==> src/rtl/ext_bus_strobe_ctl.sv <==
module ext_bus_strobe_ctl #(
  parameter int ADDR_W = 24,
  parameter int DATA_W = 16,
  parameter int SEG_W  = 8,
  parameter int BE_W   = 2
) (
  input  logic                  clk,
  input  logic                  rst_n,
  input  logic                  req_valid,
  input  logic [ADDR_W-1:0]     req_addr,
  input  logic                  req_write,
  input  logic [BE_W-1:0]       req_be,
  input  logic [DATA_W-1:0]     req_wdata,
  input  logic                  cfg_bus16,
  input  logic                  cfg_mux,
  input  logic                  cfg_wr_lowbyte,
  input  logic                  cfg_ready_en,
  input  logic                  ready,
  input  logic [DATA_W-1:0]     bus_din,
  output logic                  ale,
  output logic                  rd_n,
  output logic                  wr_n,
  output logic [SEG_W-1:0]      seg_addr,
  output logic [ADDR_W-SEG_W-1:0] bus_addr,
  output logic [DATA_W-1:0]     bus_dout,
  output logic                  busy,
  output logic                  done,
  output logic [DATA_W-1:0]     rdata
);
  localparam int LOW_W = ADDR_W - SEG_W;

  typedef enum logic [2:0] {ST_IDLE, ST_ADDR, ST_STROBE, ST_WAIT, ST_DONE} state_t;

  state_t            state, state_nx;
  logic [ADDR_W-1:0] addr_q;
  logic [DATA_W-1:0] wdata_q;
  logic [BE_W-1:0]   be_q;
  logic              write_q, bus16_q, mux_q, lowbyte_q, rdyen_q;
  logic              rdy_meta, rdy_sync;
  logic              strobe_on, wr_gate, hold_cycle;

  always_ff @(posedge clk or negedge rst_n) begin
    if (!rst_n) begin
      rdy_meta <= 1'b0;
      rdy_sync <= 1'b0;
    end else begin
      rdy_meta <= ready;
      rdy_sync <= rdy_meta;
    end
  end

  assign hold_cycle = rdyen_q && rdy_sync;

  always_comb begin
    state_nx = state;
    case (state)
      ST_IDLE:   if (req_valid) state_nx = ST_ADDR;
      ST_ADDR:   state_nx = ST_STROBE;
      ST_STROBE: state_nx = hold_cycle ? ST_WAIT : ST_DONE;
      ST_WAIT:   if (!hold_cycle) state_nx = ST_DONE;
      ST_DONE:   state_nx = ST_IDLE;
      default:   state_nx = ST_IDLE;
    endcase
  end

  always_ff @(posedge clk or negedge rst_n) begin
    if (!rst_n) begin
      state     <= ST_IDLE;
      addr_q    <= '0;
      wdata_q   <= '0;
      be_q      <= '0;
      write_q   <= 1'b0;
      bus16_q   <= 1'b0;
      mux_q     <= 1'b0;
      lowbyte_q <= 1'b0;
      rdyen_q   <= 1'b0;
      rdata     <= '0;
    end else begin
      state <= state_nx;
      if (state == ST_IDLE && req_valid) begin
        addr_q    <= req_addr;
        wdata_q   <= req_wdata;
        be_q      <= req_be;
        write_q   <= req_write;
        bus16_q   <= cfg_bus16;
        mux_q     <= cfg_mux;
        lowbyte_q <= cfg_wr_lowbyte;
        rdyen_q   <= cfg_ready_en;
      end
      if (strobe_on && state_nx == ST_DONE && !write_q)
        rdata <= bus_din;
    end
  end

  assign strobe_on = (state == ST_STROBE) || (state == ST_WAIT);
  assign wr_gate   = write_q && (!lowbyte_q || !bus16_q || be_q[0]);
  assign ale       = (state == ST_ADDR) && mux_q;
  assign rd_n      = !(strobe_on && !write_q);
  assign wr_n      = !(strobe_on && wr_gate);
  assign busy      = (state != ST_IDLE);
  assign done      = (state == ST_DONE);
  assign seg_addr  = addr_q[ADDR_W-1:LOW_W];
  assign bus_addr  = addr_q[LOW_W-1:0];
  assign bus_dout  = wdata_q;

  AST_STROBES_EXCLUSIVE: assert property (@(posedge clk) disable iff (!rst_n) !(!rd_n && !wr_n));
  AST_NO_STROBE_WITH_ALE: assert property (@(posedge clk) disable iff (!rst_n) ale |-> (rd_n && wr_n));
  AST_ALE_SINGLE: assert property (@(posedge clk) disable iff (!rst_n) ale |=> !ale);
  AST_DONE_SINGLE: assert property (@(posedge clk) disable iff (!rst_n) done |=> !done);
  AST_DONE_AFTER_STROBE: assert property (@(posedge clk) disable iff (!rst_n) $rose(done) |-> $past(strobe_on));
  AST_WAIT_NEEDS_READY: assert property (@(posedge clk) disable iff (!rst_n) (state == ST_WAIT) |-> rdyen_q);
  AST_SEG_STABLE: assert property (@(posedge clk) disable iff (!rst_n) (busy && $past(busy)) |-> $stable(seg_addr));
  AST_IDLE_QUIET: assert property (@(posedge clk) disable iff (!rst_n) !busy |-> (rd_n && wr_n && !ale && !done));
endmodule

==> config.mk <==
export PLATFORM = sky130hd
export DESIGN_NAME = ext_bus_strobe_ctl
export DESIGN_NICKNAME = d
export VERILOG_FILES = /design/src/rtl/ext_bus_strobe_ctl.sv
export SDC_FILE = /design/constraint.sdc
export NUM_CORES = 1
export LEC_CHECK = 0
export CORE_MARGIN = 2
export CORE_UTILIZATION = 37
export CTS_BUF_LIST = sky130_fd_sc_hd__clkbuf_16
export DETAILED_ROUTE_END_ITERATION = 7
export PLACE_DENSITY = 0.76
export SYNTH_ARGS = -nofsm -noshare
export SYNTH_HDL_FRONTEND = slang
export SYNTH_SLANG_ARGS = --single-unit
==> constraint.sdc <==
create_clock -name clk -period 1.5 [get_ports clk]
set_input_delay 0.3 -clock clk [delete_from_list [all_inputs] [get_ports clk]]
set_output_delay 0.3 -clock clk [all_outputs]
set_load 0.01 [all_outputs]
==> qor.yml <==
status:
  outcome: "finished with violations"
  violations: "negative setup slack"
floorplanning:
  die_w_um: 90.2
  initial_core_util_pct: 38.1
  dieHeight_um: 90.2
  dieArea_um2: 8130
  io-pin-count: 128
  rows: 31
  core_area_um2: 7210
global_routing:
  busiest_layer: "met2"
  grt_pass1_vias: 2056
  met2_usage_pct: 26.8
  grt_max_degree: 30
  grt.overflow.total: 0
  met3_usage_pct: 5.20
  grtUsageMet1_pct: 21.9
  antenna_found_initial: 0
  grt_pass1_wl_mm: 10.9
  grt_usage_pct: 17.0
placed_design:
  dp.cells: 386
  dp_hpwl_mm: 4.19
  port_buffers: 126
  place.gp.congestion: 0.721
yosys:
  ys_seq_elements: 67
  synth_top_area_cell: "dfrtp_1"
  syn_area_per_cell_um2: 18.1
  yosysSeqAreaShare_pct: 61.0
  netlist_instances: 152
  yosys_warnings: 0
  syn_area_um2: 2750
  synth_area_leaders: "dfrtp_1 (61%), mux2_4 (22%), mux2_2 (9.0%), buf_12 (2.9%), nor2_8 (0.73%)"
  synth_cell_types: 18
  synth_fp_nets: 219
  yosysTopAreaCellShare_pct: 61.0
clock_tree:
  root_buffer: "clkbuf_16"
  cts_buffer_depth: 2
  clk_pin_slew_ns: 0.05
  cts_max_level: 3
  cts_buffers: 9
  clk_latency_ns: 0.32
  clock_sinks: 67
  cts_tree: "yes"
drt:
  via_per_inst: 4.56
  drt_iter0_drc: 32
  ant_nets: 0
  drc: 0
  drt_wl_total_mm: 6.56
  dr.pass1.iters: 4
  detail_route.wl_per_cell_um: 15.9
  vias: 1887
pwr:
  p_seq_share_pct: 31.9
  internal_power_uw: 7130
  power_frac_clock_pct: 19.4
  power.density_nw_per_um2: 2130
  swShare_pct: 29.2
  peakVddDrop_mv: 1.01
  combPwrFrac_pct: 48.7
  switching_power_uw: 2940
  power.leakage_uw: 0.00226
setup_path:
  crit_family: "simple AND/OR/NAND/NOR gates"
  crit_required_ns: 1.20
  rr_worst_depth: 5
  crit_path_max_fanout: 2
  reg2reg_to: "bus_dout[7]$_DFFE_PN0P_"
  reg2reg_slack_ns: -0.15
  cp_cell_sequence: "or3_4, buf_6, buf_6"
  path_buf_inv: 2
  start_kind: "flop"
  reg2reg_from: "state[2]$_DFF_PN0_"
  critPathCaptureType: "primary output"
  cp_data_arrival_time_ns: 1.38
  critPathKind: "flop to primary output"
  slowest_delay_ns: 0.43
  cpMostUsedCell: "buf_6"
  worst_path_max_delay_cell: "or3_4"
  crit_start: "state[2]$_DFF_PN0_"
sta:
  tightest_slew_ns: 0.386
  worst_hold_slack_ns: 0.349
  hold_viol_final: 0
  drv_slew: 0
  max_freq_mhz: 596
  max-slew-margin-rel_pct: 74.3
  fin_ws_ns: -0.177
  setup_viol: 65
  period_minus_slack_ns: 1.68
  clock_skew_ns: 0.00382
  rsz0062_at_grt: "true"
  fin_crit_sh_pct: 112
  fin_setup_tns_ns: -8.07
run:
  cap_violations: 0
hold_path:
  hold_start: "rdy_meta$_DFF_PN0_"
  hold_depth: 0
  hold-path-endpoint: "rdy_sync$_DFF_PN0_"
  hold_class: "flop to flop"
finish:
  drive_gt1_share_pct: 36.5
  syn2layout_area_growth_pct: 72.4
  layout.nets: 378
  diodes: 0
  layoutNonFillerInstCount: 414
## sequential cells by signal, indices dropped and copies added (netlist names)
| signal | count |
|---|---|
| rdata | 16 |
| be_q | 1 |
| rdy_sync | 1 |
| rdyen_q | 1 |
| lowbyte_q | 1 |
| addr_q | 24 |
| mux_q | 1 |
| write_q | 1 |
| bus16_q | 1 |
| rdy_meta | 1 |
| bus_dout | 16 |
| state | 3 |
## cell type report
type | instances | area, um2
well taps | 99 | 124
multi-input cells | 78 | 1080
fillers | 550 | 2480
clock inverters | 6 | 50.0
repair buffers | 153 | 1570
inverters | 2 | 7.51
flip-flops and latches | 67 | 1680
clock buffers | 9 | 225
## worst register-to-register path, cell delays in order, from the launching register on
cell,delay (ns)
dfrtp_1,0.38
or3_4,0.43
nor2_8,0.13
buf_12,0.15
buf_12,0.14
mux2_4,0.30
## layer usage
| layer | routed length [um] | part of all wire [%] |
|---|---|---|
| met1 | 2890 | 44 |
| met2 | 3120 | 48 |
| met3 | 430 | 6.6 |
| met4 | 120 | 1.8 |
| met5 | 0 | 0 |
## stage by stage
step | worst slack [ns] | power [uW] | util, % | area, um2
floorplan | -0.141 | 5620 | - | 2750
detailed placement | -0.252 | 7900 | 58.4 | 4220
global route | -0.210 | 10600 | 65.6 | 4740
finish | -0.177 | 10100 | 65.6 | 4740
global placement | -0.227 | 7810 | 58.4 | 4220
CTS | -0.186 | 10200 | 65.9 | 4750
## cells in the final DEF (no fill, tap or decap), types with 2 or more instances in the layout
cell type / n
buf_6: 11
clkbuf_16: 9
buf_16: 2
dlygate4sd2_1: 50
buf_4: 8
inv_1: 3
dfrtp_1: 66
buf_8: 2
nand2_1: 3
clkinv_1: 2
mux2_4: 62
clkdlybuf4s50_1: 64
dlymetal6s2s_1: 6
buf_12: 6
buf_2: 3
a21oi_1: 2
## kinds of logic after synthesis
kind of cell,Yosys count,share of synthesized area (%)
buffers and inverters,7,3.60
AND/OR/NAND/NOR,12,3.55
AO/OA/AOI/OAI,4,0.911
multiplexers,62,30.9
flip-flops,67,61.0
## Yosys cell counts
cell and n:
dfrtp_1 67, mux2_4 40, mux2_2 22, buf_12 4
nand2_1 3, a21oi_1 2, inv_1 2, nor3_1 2
buf_6 1, nand2b_1 1, nand2b_2 1, nand3_1 1
nor2_8 1, nor3b_4 1, o2111ai_1 1, o22ai_1 1
or2_2 1, or3_4 1
## how the worst max path moves through the flow
stage	endpoint	slack [ns]	depth (start not counted)
floorplan	addr_q[0]$_DFFE_PN0P_	-0.14	4
global placement	addr_q[18]$_DFFE_PN0P_	-0.23	5
detailed placement	addr_q[13]$_DFFE_PN0P_	-0.25	5
CTS	busy	-0.19	3
global route	busy	-0.21	3
finish	busy	-0.18	3
## what timing repair did
item                                    in CTS  in global routing
cloned                                       4                  0
hold buffers                                 1                  0
setup buffers                               10                  1
gates resized for setup                    111                 15
pin swaps                                    3                  4
endpoints found under the setup margin     116                 72
hold endpoints to repair                    12                  0
## power by group through the flow
stage	Combinational [uW]	Clock, uW	Sequential, uW
floorplan	2040	0	3580
CTS	5020	1990	3210
detailed placement	4680	0	3230
global placement	4610	0	3200
global route	5200	2070	3340
finish	4910	1950	3210
(Power assumes the default switching activity.)
